<file path="src/rtl/pmd_pkg.sv">
package pmd_pkg;

  localparam int MODE_W = 3;

  localparam logic [MODE_W-1:0] MODE_STEP  = 3'd1;
  localparam logic [MODE_W-1:0] MODE_FIXED = 3'd3;
  localparam logic [MODE_W-1:0] MODE_IMM   = 3'd4;
  localparam logic [MODE_W-1:0] MODE_ONCE  = 3'd5;

  function automatic logic mode_known(input logic [MODE_W-1:0] m);
    return (m == MODE_STEP) || (m == MODE_FIXED) || (m == MODE_IMM) || (m == MODE_ONCE);
  endfunction

  // decides whether the address moves after the current data word
  function automatic logic addr_bumps(input logic [MODE_W-1:0] m, input logic first);
    return (m == MODE_STEP) || ((m == MODE_ONCE) && first);
  endfunction

endpackage

</file>
<file path="src/rtl/pmd_hdr_decode.sv">
module pmd_hdr_decode
  import pmd_pkg::*;
#(
  parameter int DATA_W  = 32,
  parameter int ADDR_W  = 12,
  parameter int SUBCH_W = 3,
  parameter int CNT_W   = 13
) (
  input  logic [DATA_W-1:0]  word,
  output logic [MODE_W-1:0]  mode,
  output logic [CNT_W-1:0]   cnt,
  output logic [SUBCH_W-1:0] subch,
  output logic [ADDR_W-1:0]  addr,
  output logic               known,
  output logic               is_imm
);
  localparam int SUBCH_LSB = ADDR_W + 1;
  localparam int CNT_LSB   = SUBCH_LSB + SUBCH_W;
  localparam int MODE_LSB  = CNT_LSB + CNT_W;

  always_comb begin
    mode   = word[MODE_LSB +: MODE_W];
    cnt    = word[CNT_LSB +: CNT_W];
    subch  = word[SUBCH_LSB +: SUBCH_W];
    addr   = word[0 +: ADDR_W];
    known  = mode_known(mode);
    is_imm = (mode == MODE_IMM);
  end
endmodule

</file>
<file path="src/rtl/pmd_burst_seq.sv">
module pmd_burst_seq
  import pmd_pkg::*;
#(
  parameter int DATA_W  = 32,
  parameter int ADDR_W  = 12,
  parameter int SUBCH_W = 3,
  parameter int CNT_W   = 13
) (
  input  logic               clk,
  input  logic               rst_n,
  input  logic               fire,
  input  logic [DATA_W-1:0]  word,
  input  logic [MODE_W-1:0]  h_mode,
  input  logic [CNT_W-1:0]   h_cnt,
  input  logic [SUBCH_W-1:0] h_subch,
  input  logic [ADDR_W-1:0]  h_addr,
  input  logic               h_known,
  input  logic               h_imm,
  output logic               hdr_fire,
  output logic               dat_fire,
  output logic [CNT_W-1:0]   burst_left,
  output logic               emit,
  output logic [SUBCH_W-1:0] emit_subch,
  output logic [ADDR_W-1:0]  emit_addr,
  output logic [DATA_W-1:0]  emit_data,
  output logic               err_flag
);
  logic               busy;
  logic [MODE_W-1:0]  cur_mode;
  logic [SUBCH_W-1:0] cur_subch;
  logic [ADDR_W-1:0]  cur_addr;
  logic               first;

  function automatic logic [ADDR_W-1:0] step_addr(input logic [ADDR_W-1:0] a,
                                                  input logic bump);
    return bump ? a + ADDR_W'(1) : a;
  endfunction

  always_comb begin
    busy       = (burst_left != '0);
    hdr_fire   = fire && !busy;
    dat_fire   = fire && busy;
    emit       = dat_fire || (hdr_fire && h_imm);
    emit_subch = busy ? cur_subch : h_subch;
    emit_addr  = busy ? cur_addr : h_addr;
    emit_data  = busy ? word : {{(DATA_W-CNT_W){1'b0}}, h_cnt};
  end

  always_ff @(posedge clk) begin
    if (!rst_n) begin
      burst_left <= '0;
      cur_mode   <= '0;
      cur_subch  <= '0;
      cur_addr   <= '0;
      first      <= 1'b0;
      err_flag   <= 1'b0;
    end else if (hdr_fire) begin
      if (!h_known) begin
        err_flag <= 1'b1;
      end else if (!h_imm) begin
        burst_left <= h_cnt;
        cur_mode   <= h_mode;
        cur_subch  <= h_subch;
        cur_addr   <= h_addr;
        first      <= 1'b1;
      end
    end else if (dat_fire) begin
      burst_left <= burst_left - CNT_W'(1);
      cur_addr   <= step_addr(cur_addr, addr_bumps(cur_mode, first));
      first      <= 1'b0;
    end
  end
endmodule

</file>
<file path="src/rtl/pmd_out_stage.sv">
module pmd_out_stage #(
  parameter int DATA_W  = 32,
  parameter int ADDR_W  = 12,
  parameter int SUBCH_W = 3
) (
  input  logic               clk,
  input  logic               rst_n,
  input  logic               load,
  input  logic [SUBCH_W-1:0] l_subch,
  input  logic [ADDR_W-1:0]  l_addr,
  input  logic [DATA_W-1:0]  l_data,
  input  logic               out_ready,
  output logic               can_take,
  output logic               out_valid,
  output logic [SUBCH_W-1:0] out_subch,
  output logic [ADDR_W-1:0]  out_addr,
  output logic [DATA_W-1:0]  out_data
);
  assign can_take = !out_valid || out_ready;

  always_ff @(posedge clk) begin
    if (!rst_n) begin
      out_valid <= 1'b0;
      out_subch <= '0;
      out_addr  <= '0;
      out_data  <= '0;
    end else if (load) begin
      out_valid <= 1'b1;
      out_subch <= l_subch;
      out_addr  <= l_addr;
      out_data  <= l_data;
    end else if (out_ready) begin
      out_valid <= 1'b0;
    end
  end
endmodule

</file>
<file path="src/rtl/push_method_decoder.sv">
module push_method_decoder
  import pmd_pkg::*;
#(
  parameter int DATA_W  = 32,
  parameter int ADDR_W  = 12,
  parameter int SUBCH_W = 3,
  parameter int CNT_W   = 13
) (
  input  logic               clk,
  input  logic               rst_n,
  input  logic               in_valid,
  output logic               in_ready,
  input  logic [DATA_W-1:0]  in_word,
  output logic               out_valid,
  input  logic               out_ready,
  output logic [SUBCH_W-1:0] out_subch,
  output logic [ADDR_W-1:0]  out_addr,
  output logic [DATA_W-1:0]  out_data,
  output logic               err_flag
);
  logic [MODE_W-1:0]  h_mode;
  logic [CNT_W-1:0]   h_cnt;
  logic [SUBCH_W-1:0] h_subch;
  logic [ADDR_W-1:0]  h_addr;
  logic               h_known, h_imm;
  logic               fire, hdr_fire, dat_fire, emit;
  logic [CNT_W-1:0]   burst_left;
  logic [SUBCH_W-1:0] emit_subch;
  logic [ADDR_W-1:0]  emit_addr;
  logic [DATA_W-1:0]  emit_data;
  logic               can_take;

  assign in_ready = can_take;
  assign fire     = in_valid && can_take;

  pmd_hdr_decode #(.DATA_W(DATA_W), .ADDR_W(ADDR_W), .SUBCH_W(SUBCH_W), .CNT_W(CNT_W)) dec_i (
    .word(in_word), .mode(h_mode), .cnt(h_cnt), .subch(h_subch), .addr(h_addr),
    .known(h_known), .is_imm(h_imm)
  );

  pmd_burst_seq #(.DATA_W(DATA_W), .ADDR_W(ADDR_W), .SUBCH_W(SUBCH_W), .CNT_W(CNT_W)) seq_i (
    .clk(clk), .rst_n(rst_n), .fire(fire), .word(in_word),
    .h_mode(h_mode), .h_cnt(h_cnt), .h_subch(h_subch), .h_addr(h_addr),
    .h_known(h_known), .h_imm(h_imm),
    .hdr_fire(hdr_fire), .dat_fire(dat_fire), .burst_left(burst_left),
    .emit(emit), .emit_subch(emit_subch), .emit_addr(emit_addr), .emit_data(emit_data),
    .err_flag(err_flag)
  );

  pmd_out_stage #(.DATA_W(DATA_W), .ADDR_W(ADDR_W), .SUBCH_W(SUBCH_W)) out_i (
    .clk(clk), .rst_n(rst_n), .load(emit),
    .l_subch(emit_subch), .l_addr(emit_addr), .l_data(emit_data),
    .out_ready(out_ready), .can_take(can_take), .out_valid(out_valid),
    .out_subch(out_subch), .out_addr(out_addr), .out_data(out_data)
  );
endmodule

</file>
<file path="config.mk">
export PLATFORM = sky130hd
export DESIGN_NAME = push_method_decoder
export DESIGN_NICKNAME = d
export VERILOG_FILES = /design/src/rtl/pmd_pkg.sv /design/src/rtl/pmd_hdr_decode.sv /design/src/rtl/pmd_burst_seq.sv /design/src/rtl/pmd_out_stage.sv /design/src/rtl/push_method_decoder.sv
export SDC_FILE = /design/constraint.sdc
export NUM_CORES = 1
export LEC_CHECK = 0
export ABC_AREA = 0
export BUFFER_PORTS_ARGS = -buffer_cell sky130_fd_sc_hd__buf_2
export CAP_MARGIN = 20
export CORE_UTILIZATION = 45
export CTS_BUF_LIST = sky130_fd_sc_hd__clkbuf_4 sky130_fd_sc_hd__clkbuf_8
export CTS_CLUSTER_SIZE = 25
export DETAILED_ROUTE_END_ITERATION = 10
export PLACE_DENSITY = 0.67
export SKIP_CTS_REPAIR_TIMING = 1
export SYNTH_ARGS = -nofsm -noshare
export SYNTH_HDL_FRONTEND = slang
export SYNTH_HIERARCHICAL = 1
export SYNTH_SLANG_ARGS = --single-unit
</file>
<file path="constraint.sdc">
create_clock -name clk -period 2.6 [get_ports clk]
set_input_delay 0.13 -clock clk [delete_from_list [all_inputs] [get_ports clk]]
set_output_delay 0.13 -clock clk [all_outputs]
set_load 0.02 [all_outputs]
</file>
==> impl_results.rst, run 1 <==
.. list-table::
   :header-rows: 1

   * - Metric
     - Value
   * - Run status
     - complete, no violations
   * - Beginning of the worst hold path
     - in_word[14]
   * - Final Net Count
     - 632
   * - Layout area overhead
     - 11.03%
   * - Fraction of final layout cells with drive strength greater than 1
     - 0.2140
   * - Critical Setup Path Class
     - reg -> reg
   * - Number of cell rows
     - 36
   * - Per-cell via count in the routed design
     - 5.317
   * - CP Buf/Inv Count
     - 2
   * - Hold path endpoint
     - seq_i/cur_subch[1]
   * - Actual transition at the worst max-transition pin
     - 0.9218 ns
   * - Final core utilization
     - 0.5150
   * - Reg2reg path depth
     - 9
   * - Number of routed nets with antenna violations
     - 0
   * - Wire length of the first global-routing pass
     - 18480 um
   * - Most frequent cells in the layout
     - sky130_fd_sc_hd__nand2_1 (112), sky130_fd_sc_hd__buf_2 (85), sky130_fd_sc_hd__dfxtp_1 (81)
   * - Number of antenna violations at the first check in global routing
     - 0
   * - Worst ir drop on vdd
     - 0.7400 mV
   * - Final-layout worst hold slack
     - 0.03640 ns
   * - Nets in the synthesized netlist
     - 588
   * - Delay-heaviest family, CP
     - simple AND/OR/NAND/NOR gates
   * - Fillers
     - 966
   * - Count of placed standard cells including taps
     - 715
   * - Worst Hold Path Cells
     - 3
   * - Final slew viol count
     - 0
   * - Chip Width
     - 102.1 um
   * - Power density over cell area
     - 1335 nW/um^2
   * - Aggregate routed wire length
     - 11410 um
   * - Count of endpoints failing hold in the final timing report
     - 0
   * - Final RePlAce weighted congestion
     - 0.8685
   * - DRT Pass-1 Iters
     - 5
   * - Antenna diode count
     - 0
   * - Share of the cycle needed by the critical path after routing
     - 0.9145
   * - Leakage power
     - 2.261 nW
   * - Mean instance size in the synthesized netlist
     - 8.221 sq um
   * - Floorplan die area
     - 10430 sq um
   * - Max clock buf depth
     - 2
   * - Clock tree from TritonCTS
     - done
   * - Worst reg2reg path startpoint
     - seq_i/burst_left[0]
   * - H-tree depth
     - 3
   * - Number of instances in the synthesized netlist
     - 549
   * - Internal reg-to-reg setup slack
     - 0.22 ns
   * - Via total after detailed routing
     - 3887
   * - Final TNS setup
     - 0 ns
   * - Clock-pin slew on the worst setup and hold paths
     - 0.08 ns
   * - CTS buffer count
     - 9
   * - Core ar.
     - 9729 sq um
   * - Number of setup violations in the final report
     - 0
   * - Post-Syn Area
     - 4513 sq um
   * - Number of primary I/O pins
     - 86
   * - DRT iter0 DRCs
     - 210
   * - Startpoint Class
     - flip-flop
   * - Crit-path max FO
     - 28
   * - Initial cell density of the core
     - 0.4639
   * - Clock network latency to the later pin of the worst-skew pair
     - 0.36 ns
   * - Global router's overall resource usage
     - 0.2317
   * - Number of global-route vias before repair
     - 3746
   * - Final min period
     - 2.378 ns
   * - Number of remaining DRC errors
     - 0
   * - CP max-delay cell
     - sky130_fd_sc_hd__nor2_4
   * - CTS Root Buffer Type
     - sky130_fd_sc_hd__clkbuf_8
   * - Worst Path Arrival
     - 2.63 ns
   * - Cell area after placement
     - 4763 sq um
   * - Fmax
     - 420.6 MHz
   * - Slowest Stage Delay on Critical Path
     - 0.66 ns
   * - Vert. Die Dim
     - 102.1 um
   * - Critical path endpoint category
     - flip-flop
   * - HP Class
     - in -> reg
   * - Required time at the endpoint of the critical path
     - 2.85 ns
   * - Setup repair after global routing missed its margin
     - no
   * - Worst r2r dst
     - out_i/out_addr[4]
   * - Pin count of the biggest net entering global routing
     - 63
   * - Final non-filler cell total
     - 731
   * - Post-route cell area
     - 5011 sq um
   * - Number of max-capacitance violations reported
     - 0
   * - Count of port buffers added during placement
     - 85
   * - Commonest non-fill, non-tap cell in the layout
     - sky130_fd_sc_hd__nand2_1
   * - Max Clock Skew
     - 0.008048 ns
   * - Remaining Overflow, GRT
     - 0
   * - Critical-path cell list
     - inv_1 -> ha_1 -> nor4b_4 -> nand4_1 -> nor2_1 -> nor2_4 -> buf_12 -> mux2i_1 -> nor2b_1
   * - Post-DR wirelength/cell
     - 15.60 um
   * - Clock sink count
     - 81
   * - DPL Wire Length
     - 8013 um
   * - Slew headroom
     - 0.3848
   * - Synthesis Warnings
     - 6
==> power breakdown <==
part	switching, mW	internal [mW]	total, mW
Sequential	0.258	1.61	1.86
Clock	0.462	0.673	1.14
Combinational	2.29	1.40	3.69
Total	3.01	3.68	6.69
==> flip-flops by register name, summed over array words and instances, names as in the netlist <==
| register | flops |
|---|---|
| seq_i/cur_subch | 3 |
| out_i/out_data | 32 |
| seq_i/err_flag | 1 |
| seq_i/burst_left | 13 |
| out_i/out_addr | 12 |
| seq_i/cur_addr | 12 |
| seq_i/first | 1 |
| out_i/out_subch | 3 |
| out_i/out_valid | 1 |
| seq_i/cur_mode | 3 |
==> area by class of cell <==
cell class / count / area (sq um) / area share
Timing Repair Buffer: 99 / 543.0 / 0.1084
Multi-Input combinational cell: 395 / 2406 / 0.4801
Tap cell: 133 / 166.4 / 0.03321
Sequential cell: 81 / 1622 / 0.3236
Clock buffer: 11 / 145.1 / 0.02896
Clock inverter: 5 / 102.6 / 0.02047
Inverter: 7 / 26.28 / 0.005243
==> per-stage QoR <==
step / power, mW / setup WS, ns
floorplan: 4.798 / 0.4374
global placement: 5.484 / 0.3077
detailed placement: 5.551 / 0.2333
CTS: 6.704 / 0.2220
global route: 7.203 / 0.03072
finish: 6.691 / 0.2223
==> worst min-delay path, stage by stage <==
cell and delay (ns):
sky130_fd_sc_hd__buf_2 0.10, sky130_fd_sc_hd__mux2i_1 0.06, sky130_fd_sc_hd__nor2_1 0.07
==> routing by layer <==
layer  wire length (um)  vias to the layer above  GRT usage
li1                   -                     1914          -
met1               5099                     1826     0.3024
met2               5420                      124     0.3702
met3                565                       23    0.03420
met4                320                        0     0.1231
met5                  0                        -          0
==> worst max path at each step <==
stage	startpoint	endpoint	slack, ns	cells past startpoint
floorplan	seq_i/burst_left[0]	out_i/out_data[22]	0.44	13
global placement	seq_i/burst_left[0]	out_i/out_addr[11]	0.31	9
detailed placement	seq_i/burst_left[0]	out_i/out_addr[4]	0.23	9
CTS	seq_i/burst_left[0]	out_i/out_addr[4]	0.22	9
global route	seq_i/burst_left[0]	out_i/out_addr[10]	0.03	9
finish	seq_i/burst_left[0]	out_i/out_addr[4]	0.22	9
Note: power is estimated with default switching activity, not from simulation.
==> run 2: changes to the inputs <==
==> constraint.sdc (replaced) <==
create_clock -name clk -period 2.2 [get_ports clk]
set_input_delay 0.11 -clock clk [delete_from_list [all_inputs] [get_ports clk]]
set_output_delay 0.11 -clock clk [all_outputs]
set_load 0.02 [all_outputs]
==> run 2 against run 1 <==
Effect of this change:
- sequential power rose by 19%
- count of clock-buffer cells in the layout up 2
- clock skew increased by 0.0032 ns
==> impl_results.rst, run 2 (synthesis results as in run 1) <==
.. list-table::
   :header-rows: 1

   * - Metric
     - Value
   * - Run status
     - complete, no violations
   * - Clock-pin slew on the worst setup and hold paths
     - 0.08 ns (about the same)
   * - Hold path endpoint
     - seq_i/cur_subch[2]
   * - Number of setup violations in the final report
     - 0 (unchanged)
   * - Cell area after placement
     - 4811 sq um (+1.0%)
   * - Internal reg-to-reg setup slack
     - 0.11 ns (-0.11 ns)
   * - Layout area overhead
     - 13.22%
   * - Final min period
     - 2.086 ns (-0.2913 ns)
   * - Final slew viol count
     - 0 (unchanged)
   * - Vert. Die Dim
     - 102.1 um (unchanged)
   * - Post-route cell area
     - 5110 sq um (+2.0%)
   * - Final Net Count
     - 644 (+1.9%)
   * - Number of primary I/O pins
     - 86 (unchanged)
   * - Count of port buffers added during placement
     - 85 (unchanged)
   * - Switching portion of total power
     - 0.4545 (+0.005074)
   * - Share of the cycle needed by the critical path after routing
     - 0.9484 (+0.03388)
   * - Crit-path max FO
     - 18 (-36%)
   * - Worst ir drop on vdd
     - 0.8714 mV (+18%)
   * - Number of antenna violations at the first check in global routing
     - 0 (unchanged)
   * - Switching power
     - 3.666 mW (+22%)
   * - Startpoint Class
     - flip-flop
   * - Pin count of the biggest net entering global routing
     - 63 (unchanged)
   * - Clock tree from TritonCTS
     - done
   * - Core ar.
     - 9729 sq um (unchanged)
   * - Fraction of final layout cells with drive strength greater than 1
     - 0.2344 (+0.02038)
   * - Number of cell rows
     - 36 (unchanged)
   * - Max Clock Skew
     - 0.01121 ns (+0.003161 ns)
   * - Power density over cell area
     - 1578 nW/um^2 (+18%)
   * - Combined flip-flop and latch cell area
     - 1622 sq um (unchanged)
   * - Initial cell density of the core
     - 0.4639 (unchanged)
   * - Critical Setup Path Class
     - reg -> reg
   * - CTS Root Buffer Type
     - sky130_fd_sc_hd__clkbuf_8
   * - Fillers
     - 952 (-1.4%)
   * - Remaining Overflow, GRT
     - 0 (unchanged)
   * - Slew headroom
     - 0.3767 (-0.008120)
   * - Number of remaining DRC errors
     - 0 (unchanged)
   * - CTS buffer count
     - 9 (unchanged)
   * - Post-DR wirelength/cell
     - 15.92 um (+2.1%)
   * - Critical path endpoint category
     - flip-flop
   * - H-tree depth
     - 3 (unchanged)
   * - Floorplan die area
     - 10430 sq um (unchanged)
   * - Final core utilization
     - 0.5252 (+0.01016)
   * - Worst reg2reg path startpoint
     - seq_i/burst_left[0]
   * - Chip Width
     - 102.1 um (unchanged)
   * - Biggest registers after layout
     - out_i/out_data: 32 flops, seq_i/burst_left: 13 flops
   * - Clock power frac
     - 0.133 (-0.037)
   * - Commonest non-fill, non-tap cell in the layout
     - sky130_fd_sc_hd__nand2_1
   * - Worst r2r dst
     - out_i/out_addr[0]
   * - Total area of multi-input combinational cells
     - 2421 sq um (+0.62%)
   * - Aggregate routed wire length
     - 11830 um (+3.7%)
   * - Actual transition at the worst max-transition pin
     - 0.9340 ns (+0.01217 ns)
   * - Via total after detailed routing
     - 4003 (+3.0%)
   * - Number of routed nets with antenna violations
     - 0 (unchanged)
   * - DRT Pass-1 Iters
     - 4 (-1)
   * - Required time at the endpoint of the critical path
     - 2.49 ns (-0.36 ns)
   * - Wire length of the first global-routing pass
     - 18660 um (+0.97%)
   * - Final RePlAce weighted congestion
     - 0.8503 (-2.1%)
   * - Final TNS setup
     - 0 ns (unchanged)
   * - Number of global-route vias before repair
     - 3642 (-2.8%)
   * - Clock sink count
     - 81 (unchanged)
   * - Number of max-capacitance violations reported
     - 0 (unchanged)
   * - Leakage power
     - 2.319 nW (+2.6%)
   * - Share of power burned in registers
     - 0.274 (-0.004)
   * - HP Class
     - in -> reg
   * - Beginning of the worst hold path
     - in_word[15]
   * - Worst Hold Path Cells
     - 3 (unchanged)
   * - Count of endpoints failing hold in the final timing report
     - 0 (unchanged)
   * - Clock network latency to the later pin of the worst-skew pair
     - 0.37 ns (about the same)
   * - DPL Wire Length
     - 8215 um (+2.5%)
   * - Internal power summed over all cells
     - 4.399 mW (+19%)
   * - Per-cell via count in the routed design
     - 5.388 (+1.3%)
   * - Most frequent cells in the layout
     - sky130_fd_sc_hd__nand2_1 (112), sky130_fd_sc_hd__buf_2 (85), sky130_fd_sc_hd__dfxtp_1 (81)
   * - Combinational power share
     - 0.593 (+0.041)
   * - Reg2reg path depth
     - 11 (+2)
   * - DRT iter0 DRCs
     - 294 (+40%)
   * - Worst Path Arrival
     - 2.38 ns (-0.25 ns)
   * - Register ranked first by flip-flop count
     - out_i/out_data
   * - Antenna diode count
     - 0 (unchanged)
   * - Fmax
     - 479.3 MHz (+14%)
   * - Flip-flop count of the largest register, all copies and words added
     - 32 (unchanged)
   * - Global router's overall resource usage
     - 0.2328 (+0.001088)
   * - Max clock buf depth
     - 2 (unchanged)
run 2: cell type report:
cell class	instances	area share
Clock buffer	13	0.03379
Multi-Input combinational cell	395	0.4738
Inverter	7	0.005142
Sequential cell	81	0.3173
Tap cell	133	0.03257
Clock inverter	3	0.004652
Timing Repair Buffer	111	0.1327
run 2: critical path, cell delays in order (launching register included):
cell,delay (ns)
sky130_fd_sc_hd__dfxtp_1,0.34
sky130_fd_sc_hd__inv_1,0.10
sky130_fd_sc_hd__ha_1,0.16
sky130_fd_sc_hd__nor4b_4,0.30
sky130_fd_sc_hd__nand4_1,0.16
sky130_fd_sc_hd__buf_4,0.19
sky130_fd_sc_hd__nor2_2,0.13
sky130_fd_sc_hd__nor2_4,0.07
sky130_fd_sc_hd__buf_12,0.14
sky130_fd_sc_hd__buf_12,0.15
sky130_fd_sc_hd__mux2i_1,0.12
sky130_fd_sc_hd__nor2b_1,0.13
run 2: power by group through the flow:
stage	combinational (mW)	sequential [mW]	clock, mW
floorplan	3.14	2.53	0
global placement	4.38	2.21	0
detailed placement	4.46	2.23	0
CTS	4.47	2.21	1.09
global route	5.23	2.27	1.14
finish	4.78	2.21	1.07
run 2: how the worst max path moves through the flow:
stage                                to                start  depth (start not counted)  slack [ns]
floorplan            out_i/out_data[22]  seq_i/burst_left[0]                         13        0.04
global placement     seq_i/cur_subch[1]      out_i/out_valid                          8        0.16
detailed placement  seq_i/burst_left[1]  seq_i/burst_left[0]                          8        0.10
CTS                  seq_i/cur_subch[0]      out_i/out_valid                          8        0.07
global route         out_i/out_subch[0]  seq_i/burst_left[0]                         11       -0.06
finish                out_i/out_addr[0]  seq_i/burst_left[0]                         11        0.11
run 2: per-layer routing:
metal,global-route usage,vias up,routed length [um]
li1,-,1929,-
met1,0.3158,1916,5363
met2,0.3681,140,5668
met3,0.03283,18,555
met4,0.1044,0,243
met5,0,-,0
run 2: metrics by stage:
step	hold slack, ns	power, mW	instances	setup slack, ns
after floorplan	0.2426	5.670	549	0.03736
after global placement	0.3738	6.589	718	0.1580
after detailed placement	0.3926	6.687	718	0.1030
after CTS	0.008251	7.766	734	0.07171
after global routing	0.03099	8.647	743	-0.05826
final	0.02830	8.064	743	0.1135
